File: src/rtl/uart_rb_pkg.sv
package uart_rb_pkg;
  localparam logic [2:0] OFS_DATA = 3'd0;
  localparam logic [2:0] OFS_IER  = 3'd1;
  localparam logic [2:0] OFS_IID  = 3'd2;
  localparam logic [2:0] OFS_LCR  = 3'd3;
  localparam logic [2:0] OFS_MCR  = 3'd4;
  localparam logic [2:0] OFS_LSR  = 3'd5;
  localparam logic [2:0] OFS_MSR  = 3'd6;
  localparam logic [2:0] OFS_SCR  = 3'd7;

  localparam logic [7:0] RX_FILLER     = 8'hFA;
  localparam logic [7:0] FCR_KEEP_MASK = 8'hC9;
  localparam logic [3:0] IID_TX_EMPTY  = 4'b0010;

  typedef struct packed {
    logic dcd;
    logic ri;
    logic dsr;
    logic cts;
  } modem_t;

  localparam modem_t MODEM_RESET = '{dcd: 1'b0, ri: 1'b0, dsr: 1'b1, cts: 1'b1};
endpackage

File: src/rtl/uart_rb_lsr.sv
module uart_rb_lsr (
  input  logic       clk_i,
  input  logic       rst_ni,
  input  logic       ovr_set_i,
  input  logic       par_set_i,
  input  logic       frm_set_i,
  input  logic       brk_set_i,
  input  logic       rd_clr_i,
  output logic [3:0] err_o
);
  logic [3:0] err_q, set;

  assign set = {brk_set_i, frm_set_i, par_set_i, ovr_set_i};

  // new events win over a clearing read in the same cycle
  always_ff @(posedge clk_i or negedge rst_ni) begin
    if (!rst_ni) err_q <= '0;
    else         err_q <= (rd_clr_i ? 4'b0 : err_q) | set;
  end

  assign err_o = err_q;

  assert_overrun_sticky_R7: assert property (@(posedge clk_i) disable iff (!rst_ni)
    ovr_set_i |=> err_o[0]);
  assert_read_clears_R6: assert property (@(posedge clk_i) disable iff (!rst_ni)
    (rd_clr_i && set == 4'b0) |=> err_o == 4'b0);
endmodule

File: src/rtl/uart_rb_msr.sv
module uart_rb_msr
  import uart_rb_pkg::*;
(
  input  logic       clk_i,
  input  logic       rst_ni,
  input  logic       loop_i,
  input  logic [3:0] mcr_lines_i,
  input  modem_t     pins_i,
  input  logic       rd_clr_i,
  output logic [7:0] status_o,
  output logic [3:0] delta_o
);
  modem_t     eff, st_q;
  logic [3:0] delta_q, delta_n;

  always_comb begin
    if (loop_i) begin
      eff.cts = mcr_lines_i[1];
      eff.dsr = mcr_lines_i[0];
      eff.ri  = mcr_lines_i[2];
      eff.dcd = mcr_lines_i[3];
    end else begin
      eff = pins_i;
    end
    delta_n[0] = st_q.cts ^ eff.cts;
    delta_n[1] = st_q.dsr ^ eff.dsr;
    delta_n[2] = st_q.ri & ~eff.ri;
    delta_n[3] = st_q.dcd ^ eff.dcd;
  end

  always_ff @(posedge clk_i or negedge rst_ni) begin
    if (!rst_ni) begin
      st_q    <= MODEM_RESET;
      delta_q <= '0;
    end else begin
      st_q    <= eff;
      delta_q <= (rd_clr_i ? 4'b0 : delta_q) | delta_n;
    end
  end

  assign status_o = {st_q, delta_q};
  assign delta_o  = delta_q;

  assert_cts_delta_R10: assert property (@(posedge clk_i) disable iff (!rst_ni)
    (st_q.cts != eff.cts) |=> delta_q[0]);
  assert_delta_read_clear_R10: assert property (@(posedge clk_i) disable iff (!rst_ni)
    (rd_clr_i && delta_n == 4'b0) |=> delta_q == 4'b0);
endmodule

File: src/rtl/uart_rb_fifo_ctl.sv
module uart_rb_fifo_ctl
  import uart_rb_pkg::*;
(
  input  logic       clk_i,
  input  logic       rst_ni,
  input  logic       fcr_wr_i,
  input  logic [7:0] wdata_i,
  input  logic       tx_wr_i,
  input  logic       tx_drained_i,
  input  logic       iid_rd_thre_i,
  output logic [7:0] fcr_o,
  output logic       rx_clear_o,
  output logic       tx_clear_o,
  output logic       thre_o
);
  logic [7:0] fcr_q;
  logic       thre_q, fe_chg;

  assign fe_chg     = fcr_wr_i && (wdata_i[0] != fcr_q[0]);
  assign rx_clear_o = fcr_wr_i && (wdata_i[1] || fe_chg);
  assign tx_clear_o = fcr_wr_i && (wdata_i[2] || fe_chg);

  always_ff @(posedge clk_i or negedge rst_ni) begin
    if (!rst_ni) begin
      fcr_q  <= '0;
      thre_q <= 1'b1;
    end else begin
      if (fcr_wr_i) fcr_q <= wdata_i & FCR_KEEP_MASK;
      // data write disarms first; arming beats the id-read clear
      if (tx_wr_i)                     thre_q <= 1'b0;
      else if (fe_chg || tx_drained_i) thre_q <= 1'b1;
      else if (iid_rd_thre_i)          thre_q <= 1'b0;
    end
  end

  assign fcr_o  = fcr_q;
  assign thre_o = thre_q;

  assert_fe_change_arms_R5: assert property (@(posedge clk_i) disable iff (!rst_ni)
    fe_chg |=> thre_q);
  assert_data_disarms_R3: assert property (@(posedge clk_i) disable iff (!rst_ni)
    tx_wr_i |=> !thre_q);
endmodule

File: src/rtl/uart_regbank.sv
module uart_regbank
  import uart_rb_pkg::*;
#(
  parameter int FIFO_DEPTH = 16,
  localparam int CNT_W     = $clog2(FIFO_DEPTH + 1)
) (
  input  logic             clk_i,
  input  logic             rst_ni,
  input  logic [2:0]       addr_i,
  input  logic [7:0]       wdata_i,
  input  logic             wr_i,
  input  logic             rd_i,
  output logic [7:0]       rdata_o,
  input  logic             rx_valid_i,
  output logic             rx_push_o,
  input  logic [7:0]       rx_data_i,
  input  logic [CNT_W-1:0] rx_count_i,
  output logic             rx_pop_o,
  output logic             rx_clear_o,
  input  logic             rx_par_err_i,
  input  logic             rx_frm_err_i,
  input  logic             rx_brk_i,
  input  logic             rx_fifo_err_i,
  output logic             tx_push_o,
  output logic [7:0]       tx_data_o,
  input  logic [CNT_W-1:0] tx_count_i,
  output logic             tx_clear_o,
  input  logic             tx_drained_i,
  input  logic             cts_i,
  input  logic             dsr_i,
  input  logic             ri_i,
  input  logic             dcd_i,
  input  logic [3:0]       iid_i,
  output logic [7:0]       lcr_o,
  output logic [7:0]       mcr_o,
  output logic [15:0]      divisor_o,
  output logic [3:0]       ier_o,
  output logic [7:0]       fcr_o,
  output logic             tx_empty_flag_o,
  output logic [3:0]       line_err_o,
  output logic [3:0]       modem_delta_o
);
  localparam logic [CNT_W-1:0] DEPTH_C = CNT_W'(FIFO_DEPTH);

  logic [7:0] lcr_q, dll_q, dlh_q, scr_q, rdata_q, rd_mux, msr_status;
  logic [4:0] mcr_q;
  logic [3:0] ier_q;
  logic       dlab, tx_wr, rx_nonempty, tx_not_full, rx_room, ovr_set;
  logic       lsr_rd, msr_rd, iid_rd_thre, fcr_wr;
  modem_t     pins;

  assign dlab        = lcr_q[7];
  assign rx_nonempty = (rx_count_i != '0);
  assign tx_not_full = (tx_count_i < DEPTH_C);
  assign rx_room     = (rx_count_i < DEPTH_C);

  assign tx_wr       = wr_i && addr_i == OFS_DATA && !dlab;
  assign tx_push_o   = tx_wr && tx_not_full;
  assign tx_data_o   = wdata_i;
  assign rx_pop_o    = rd_i && addr_i == OFS_DATA && !dlab && rx_nonempty;
  assign rx_push_o   = rx_valid_i && rx_room;
  assign ovr_set     = rx_valid_i && !rx_room;
  assign fcr_wr      = wr_i && addr_i == OFS_IID;
  assign lsr_rd      = rd_i && addr_i == OFS_LSR;
  assign msr_rd      = rd_i && addr_i == OFS_MSR;
  assign iid_rd_thre = rd_i && addr_i == OFS_IID && iid_i == IID_TX_EMPTY;

  assign pins = '{dcd: dcd_i, ri: ri_i, dsr: dsr_i, cts: cts_i};

  always_ff @(posedge clk_i or negedge rst_ni) begin
    if (!rst_ni) begin
      lcr_q <= '0;
      mcr_q <= '0;
      ier_q <= '0;
      dll_q <= '0;
      dlh_q <= '0;
      scr_q <= '0;
    end else if (wr_i) begin
      unique case (addr_i)
        OFS_DATA: if (dlab) dll_q <= wdata_i;
        OFS_IER:  if (dlab) dlh_q <= wdata_i; else ier_q <= wdata_i[3:0];
        OFS_LCR:  lcr_q <= wdata_i;
        OFS_MCR:  mcr_q <= wdata_i[4:0];
        OFS_SCR:  scr_q <= wdata_i;
        default:  ;
      endcase
    end
  end

  uart_rb_fifo_ctl u_fifo_ctl (
    .clk_i         (clk_i),
    .rst_ni        (rst_ni),
    .fcr_wr_i      (fcr_wr),
    .wdata_i       (wdata_i),
    .tx_wr_i       (tx_wr),
    .tx_drained_i  (tx_drained_i),
    .iid_rd_thre_i (iid_rd_thre),
    .fcr_o         (fcr_o),
    .rx_clear_o    (rx_clear_o),
    .tx_clear_o    (tx_clear_o),
    .thre_o        (tx_empty_flag_o)
  );

  uart_rb_lsr u_lsr (
    .clk_i     (clk_i),
    .rst_ni    (rst_ni),
    .ovr_set_i (ovr_set),
    .par_set_i (rx_par_err_i),
    .frm_set_i (rx_frm_err_i),
    .brk_set_i (rx_brk_i),
    .rd_clr_i  (lsr_rd),
    .err_o     (line_err_o)
  );

  uart_rb_msr u_msr (
    .clk_i       (clk_i),
    .rst_ni      (rst_ni),
    .loop_i      (mcr_q[4]),
    .mcr_lines_i (mcr_q[3:0]),
    .pins_i      (pins),
    .rd_clr_i    (msr_rd),
    .status_o    (msr_status),
    .delta_o     (modem_delta_o)
  );

  always_comb begin
    unique case (addr_i)
      OFS_DATA: rd_mux = dlab ? dll_q : (rx_nonempty ? rx_data_i : RX_FILLER);
      OFS_IER:  rd_mux = dlab ? dlh_q : {4'b0, ier_q};
      OFS_IID:  rd_mux = {fcr_o[0], fcr_o[0], 2'b00, iid_i};
      OFS_LCR:  rd_mux = lcr_q;
      OFS_MCR:  rd_mux = {3'b0, mcr_q};
      OFS_LSR:  rd_mux = {rx_fifo_err_i, tx_not_full, tx_not_full, line_err_o, rx_nonempty};
      OFS_MSR:  rd_mux = msr_status;
      default:  rd_mux = scr_q;
    endcase
  end

  always_ff @(posedge clk_i or negedge rst_ni) begin
    if (!rst_ni)   rdata_q <= '0;
    else if (rd_i) rdata_q <= rd_mux;
  end

  assign rdata_o   = rdata_q;
  assign lcr_o     = lcr_q;
  assign mcr_o     = {3'b0, mcr_q};
  assign divisor_o = {dlh_q, dll_q};
  assign ier_o     = ier_q;

  assert_rdata_hold_R12: assert property (@(posedge clk_i) disable iff (!rst_ni)
    !rd_i |=> $stable(rdata_o));
  assert_filler_on_empty_R4: assert property (@(posedge clk_i) disable iff (!rst_ni)
    (rd_i && addr_i == OFS_DATA && !dlab && rx_count_i == '0) |=> rdata_o == RX_FILLER);
  assert_dlab_no_fifo_R1: assert property (@(posedge clk_i) disable iff (!rst_ni)
    dlab |-> (!tx_push_o && !rx_pop_o));
endmodule

File: config.mk
export PLATFORM = sky130hd
export DESIGN_NAME = uart_regbank
export DESIGN_NICKNAME = d
export VERILOG_FILES = /design/src/rtl/uart_rb_pkg.sv /design/src/rtl/uart_rb_lsr.sv /design/src/rtl/uart_rb_msr.sv /design/src/rtl/uart_rb_fifo_ctl.sv /design/src/rtl/uart_regbank.sv
export SDC_FILE = /design/constraint.sdc
export NUM_CORES = 1
export LEC_CHECK = 0
export BUFFER_PORTS_ARGS = -buffer_cell sky130_fd_sc_hd__buf_2
export CAP_MARGIN = 40
export CORE_MARGIN = 4
export CORE_UTILIZATION = 38
export CTS_BUF_LIST = sky130_fd_sc_hd__clkbuf_4
export DETAILED_ROUTE_END_ITERATION = 12
export GPL_TIMING_DRIVEN = 0
export PLACE_DENSITY = 0.63
export SLEW_MARGIN = 20
export SYNTH_ARGS = -nofsm -noshare
export SYNTH_HDL_FRONTEND = slang
export SYNTH_SLANG_ARGS = --single-unit
export TNS_END_PERCENT = 30
File: constraint.sdc
create_clock -name clk_i -period 1.4 [get_ports clk_i]
set_input_delay 0.07 -clock clk_i [delete_from_list [all_inputs] [get_ports clk_i]]
set_output_delay 0.07 -clock clk_i [all_outputs]
set_load 0.01 [all_outputs]
Yosys cells after proc, flatten, opt, wreduce, memory -nomap -nowiden
Cells that the tools add are included.
{"block": "word_totals", "wordCells": 74, "output_inout_bits": 74, "ff_bits": 66}
{"block": "op_classes", "mux": 10, "eq_ne": 9, "bitwise": 8, "reduce_logical": 30, "magnitude_cmp": 2}
{"op": "$pmux 8 s7", "n": 1}
{"op": "$mux 8", "n": 3}
{"op": "$logic_and 1x1->1", "n": 16}
{"op": "$eq 3x3->1 const B", "n": 4}
{"op": "$mux 4", "n": 3}
{"op": "$lt 5x5->1 const B", "n": 2}
{"op": "$reduce_and 3->1", "n": 3}
{"op": "$or 4x4->4", "n": 2}
{"op": "$eq 3x2->1 const B", "n": 2}
{"op": "$reduce_and 2->1", "n": 3}
{"op": "$reduce_bool 5->1", "n": 1}
{"op": "$eq 4x2->1 const B", "n": 1}
{"op": "$eq 3x1->1 const B", "n": 1}
{"op": "$logic_not 3->1", "n": 1}
{"op": "$logic_or 1x1->1", "n": 3}
{"op": "$mux 1", "n": 3}
{"op": "$reduce_bool 3->1", "n": 1}
{"op": "$xor 1x1->1", "n": 3}
{"op": "$logic_not 1->1", "n": 2}
{"op": "$not 1->1", "n": 2}
{"op": "$and 1x1->1", "n": 1}
{"op": "$ne 1x1->1", "n": 1}

Longest topological paths before layout
{"block": "logic_depth", "ltp_word": 6, "ltp_mapped": 7, "ltp_nobuf": 4}

Hierarchy
From an unflattened synthesis, not the netlist that was laid out.
{"block": "hier_totals", "cells_unflattened": 303, "area_unflattened_um2": 3484.6}
{"mod": "uart_regbank", "instances": 1, "seq_area_each_um2": 1226.2, "cells_each": 242, "area_per_inst_um2": 2702.6}
{"mod": "uart_rb_msr", "instances": 1, "seq_area_each_um2": 202.7, "cells_each": 31, "area_per_inst_um2": 389.1}
{"mod": "uart_rb_fifo_ctl", "instances": 1, "seq_area_each_um2": 126.4, "cells_each": 21, "area_per_inst_um2": 259.0}
{"mod": "uart_rb_lsr", "instances": 1, "seq_area_each_um2": 100.1, "cells_each": 9, "area_per_inst_um2": 133.9}

Worst setup path before layout
Ideal clock, no wire load.
{"block": "synth_timing", "path_type": "flip-flop to flip-flop", "startpoint": "reg lcr_q[7] (netlist: lcr_o[7])", "endpoint": "reg ier_q[0] (netlist: ier_o[0])", "setup_slack_ns": -0.105, "path_stages_with_launch": 5, "period_less_slack_ns": 1.505, "n_path_buf": 2, "t_arrival_ns": 1.380, "cell_sequence": "dfrtp_1 -> buf_2 -> buf_2 -> nor3_2 -> mux2_2"}
{"block": "synth_between", "elab_chain_cells": 2}
{"element": "start, declared", "line_no": "uart_regbank.sv:45", "source": "logic [7:0] lcr_q, dll_q, dlh_q, scr_q, rdata_q, rd_mux, msr_status;"}
{"element": "start signal, assigned", "line_no": "uart_regbank.sv:82", "source": "OFS_LCR: lcr_q <= wdata_i;"}
{"element": "$not 1->1 (no source line)"}
{"element": "$reduce_and 3->1 (no source line)"}
{"element": "end signal, assigned", "line_no": "uart_regbank.sv:81", "source": "OFS_IER: if (dlab) dlh_q <= wdata_i; else ier_q <= wdata_i[3:0];"}
{"element": "end, declared", "line_no": "uart_regbank.sv:47", "source": "logic [3:0] ier_q;"}
No other way between the ends.
A chain may end at the register's enable or synchronous reset.

Worst setup path in the final report
{"block": "layout_timing", "startpoint": "reg lcr_q[7] (netlist: lcr_o[7])", "endpoint": "reg rdata_q[3] (netlist: rdata_o[3])"}
{"block": "layout_between", "elab_chain_cells": 2}
{"element": "$mux 8 (on tied branches)", "line_no": "uart_regbank.sv:129, uart_regbank.sv:128"}
{"element": "$pmux 8 s7 (*)", "line_no": "uart_regbank.sv:127", "source": "unique case (addr_i)"}
{"element": "end signal, assigned", "line_no": "uart_regbank.sv:141", "source": "else if (rd_i) rdata_q <= rd_mux;"}
{"element": "end, declared", "line_no": "uart_regbank.sv:45"}
Every way passes the cells marked *; elsewhere a longest branch is shown, timed or not.

==> summary.md <==
The area of the die was 10,800 um2; the post-synthesis sequential element count was 66. Global routing consumed, over all layers together, 20.1% of the routing resources. After synthesis, the mean cell area works out to 11.3 um2. Die boundary width: 104 um. The core outline area is 8850 um2.

Counting the buffers created by CTS gives 9. The flow ran to the end, but the final reports show violations. The final number of max-transition violations is 0, and the setup violation total in the final timing report is 30. The logs give -1540 ps for the final-layout setup total negative slack and 0 for the count of maximum capacitance violations.

The distinct cell type count of the synthesized netlist is 59, and the height of the chip is 104 um. Once layout is complete, the utilization of the core stands at 52.4%. The highest net fanout along the worst path is 7.

For the number of placed instances with taps included, the log shows 532. The areal power density over the cells works out to 1250 nW/um2. Setup repair after global routing could not meet its margin everywhere. The critical path crosses 5 cells after its start point.

For the minimum setup slack in the final design, the log shows -149 ps. The worst register-to-register path begins at lcr_o[7]. The number of cells traversed by the worst hold path was 3. The number of endpoints with negative hold slack in the final report is 0, and the total routed wirelength is 10.8 mm. The mapped cell area was 3500 um2. IR analysis of the VDD net gives a maximum drop of 0.846 mV.

Clock tree root driver cell: clkbuf_4. The worst hold path class is primary input to register. The reg-to-reg setup timing slack is -150 ps, and the period utilization is 111%. The Yosys warning count is 0. For this design the static power due to leakage is 2.21 nW. In this run the count of I/O pins placed on the die edge is 121. The cell count after synthesis came out at 309. The number of synthesized flops with an enable pin was 0.

The worst register-to-register path ends at rdata_o[3]. TritonCTS built the clock tree. The critical path is of the register to register type. The final hold slack was 20.8 ps; the clock slew at the register clock pins of the worst setup and hold paths was 120 ps. On the critical path the largest part of the delay comes from compound AO/OA/AOI/OAI gates. The tools report the via count of the first global-routing pass as 3,090. Static timing analysis puts the maximum clock frequency at 0.645 GHz. The pin count of the biggest net entering global routing was 35; the count of port buffers added during placement was 108. The initial utilization of the core area, before any placement, comes to 39.6%.

At the end of routability-driven placement, the weighted congestion stood at 0.924. For the number of vias in the routed layout, the log shows 3,030. Subtracting the final worst setup slack from the clock period gives 1550 ps.

The clock net in this run drives a total of 66 sinks. The post-route netlist has 51.0% of its cells at a drive strength greater than 1. Relative to the synthesized area, the layout overhead comes to 32.6%.

After floorplanning, the core was divided into 34 placement rows. The post-detailed-route count of antenna-violating nets is 0. The number of standard cells in the final layout excluding fillers is 569, and the share of synthesized area occupied by flip-flops and latches is 47.3%.

For the total overflow reported by the global router, the log shows 0. Traced cell by cell, the critical path runs through buf_6 > mux2_4 > o211ai_1 > a31oi_1 > a211o_1. For this run, the post-layout net count is 503. For the worst setup path, the data required time is 1720 ps.

Fraction of registers with async set/reset: 100%. The worst setup path is launched from a register. The count of buffer and inverter cells on the critical path was 1; the detail-routed net length per standard cell was 19.0 um. After the first detailed-routing iteration, the DRC count stood at 222. The first detailed-routing pass took 4 iterations. Clock latency on the worst-skew pair, taken at its later pin, is 410 ps. The run gives 3 as the H-tree depth. For this run, the leading register cell type out of synthesis is dfrtp_1.

The checks that failed: setup timing. Launching instance or port of the critical path: lcr_o[7]. The run gives 7.81 mm as the estimated wirelength of the detail-placed design. The logs give 20.5 ps for the worst clock skew and 0 for the antenna diode count. In the routed design, unresolved DRC markers number 0. Sort of element at the end of the critical path: a register. Counting along the longest clock path gives a buffer depth of 2. On the worst path, the slowest cell contributes a delay of 420 ps. The initial antenna violation count is 0, and the via density per instance is 5.33. Measured in cells, the most critical reg-to-reg path has a length of 5.

For the wire length of the first global-routing pass, the log shows 17.0 mm. The largest individual stage delay along the critical path comes from the cell dfrtp_1. Data arrives at the worst endpoint at 1860 ps.

Following the worst setup path forward leads to its endpoint at rdata_o[3].
==> state kept, by name, indices dropped and copies added (netlist names) <==
| register | count |
|---|---|
| lcr_o | 8 |
| u_fifo_ctl.thre_o | 1 |
| rdata_o | 8 |
| dlh_q | 8 |
| u_lsr.err_o | 4 |
| dll_q | 8 |
| u_msr.status_o | 4 |
| ier_o | 4 |
| scr_q | 8 |
| mcr_q | 5 |
| u_msr.delta_o | 4 |
| u_fifo_ctl.fcr_o | 4 |
==> through the flow <==
stage	total power, mW	cell area [um2]	setup WS [ps]
global placement	4.52	4220	-304
floorplan	3.74	3540	-37.6
finish	5.79	4640	-149
CTS	5.78	4600	-162
detailed placement	4.57	4240	-287
global route	6.13	4640	-189
==> cells in the final DEF, fill, tap and decap left out, types with 3 or more instances in the layout <==
cell,Yosys,layout
a21boi_0,3,3
a21o_1,4,4
a21oi_1,6,6
buf_2,9,114
buf_4,23,27
buf_6,0,4
clkbuf_1,5,4
clkbuf_4,0,11
clkinv_2,0,4
conb_1,1,7
dfrtp_1,63,62
dfstp_2,3,3
dlygate4sd3_1,0,16
inv_1,8,8
mux2_2,49,46
mux2_4,0,3
mux2i_1,9,7
nand2_1,11,11
nand2b_1,12,12
nand3_1,10,10
nor2_1,14,14
nor2b_1,4,4
nor3_4,0,3
o21a_1,3,3
o21ai_0,16,15
o22ai_1,4,4
==> tightest hold or removal path, stage by stage <==
cell and delay [ps]:
buf_2 80, o311a_1 150, a211o_1 110
==> kinds of logic after synthesis <==
kind of cell	after synthesis	synth area share, %
AOI/OAI and AO/OA	66	13.6
DFF	66	47.3
other	1	0.107
xor gates and xnor gates	2	0.501
and+or+nand+nor	70	12.4
muxes	58	18.3
buffers and inverters	46	7.72
==> layer usage <==
metal | track usage, % | part of all wire [%]
met5 | 0 | 0
met3 | 6.02 | 7.4
met4 | 5.70 | 1.9
met1 | 26.8 | 44
met2 | 31.8 | 47
==> Yosys cell counts (all sizes together) (5+ instances only) <==
| master | instances | area (um2) |
|---|---|---|
| inv | 8 | 30.0 |
| buf | 33 | 221 |
| a21oi | 6 | 30.0 |
| mux2 | 49 | 552 |
| o21ai | 17 | 85.1 |
| dfrtp | 63 | 1580 |
| nor2 | 16 | 78.8 |
| nand3 | 12 | 77.6 |
| nand2b | 12 | 75.1 |
| clkbuf | 5 | 18.8 |
| mux2i | 9 | 90.1 |
| nand2 | 11 | 41.3 |
==> final cells by class <==
cell class                 count  area [um2]
multi-input combinational    203        1670
clock buffer                  11        82.6
clock inverter                 5        23.8
inverter                       8        30.0
sequential                    66        1660
tap                          108         135
timing repair buffer         130         768
buffer                        38         270
fill                         834        4210
==> where the power goes <==
group / switching, mW / internal [mW]
registers: 0.350 / 2.36
clock network: 0.679 / 0.388
logic: 0.973 / 1.04
==> timing repair <==
item	4_1_cts	5_1_grt
pin swaps	7	7
setup endpoints to repair	32	36
hold buffers	16	0
setup buffers	3	2
hold endpoints to repair	96	0
gates resized for setup	17	8
==> how the worst min path moves through the flow <==
stage | from | to | slack (ps)
after floorplan | rst_ni | dlh_q[0] | -230
after global placement | rx_par_err_i | u_lsr.err_o[1] | 260
after detailed placement | rst_ni | dlh_q[3] | 40
after CTS | wdata_i[2] | lcr_o[2] | 3
after global routing | rx_data_i[3] | rdata_o[3] | 20
final | rx_data_i[3] | rdata_o[3] | 20
Power figures use the tool's default switching activity.
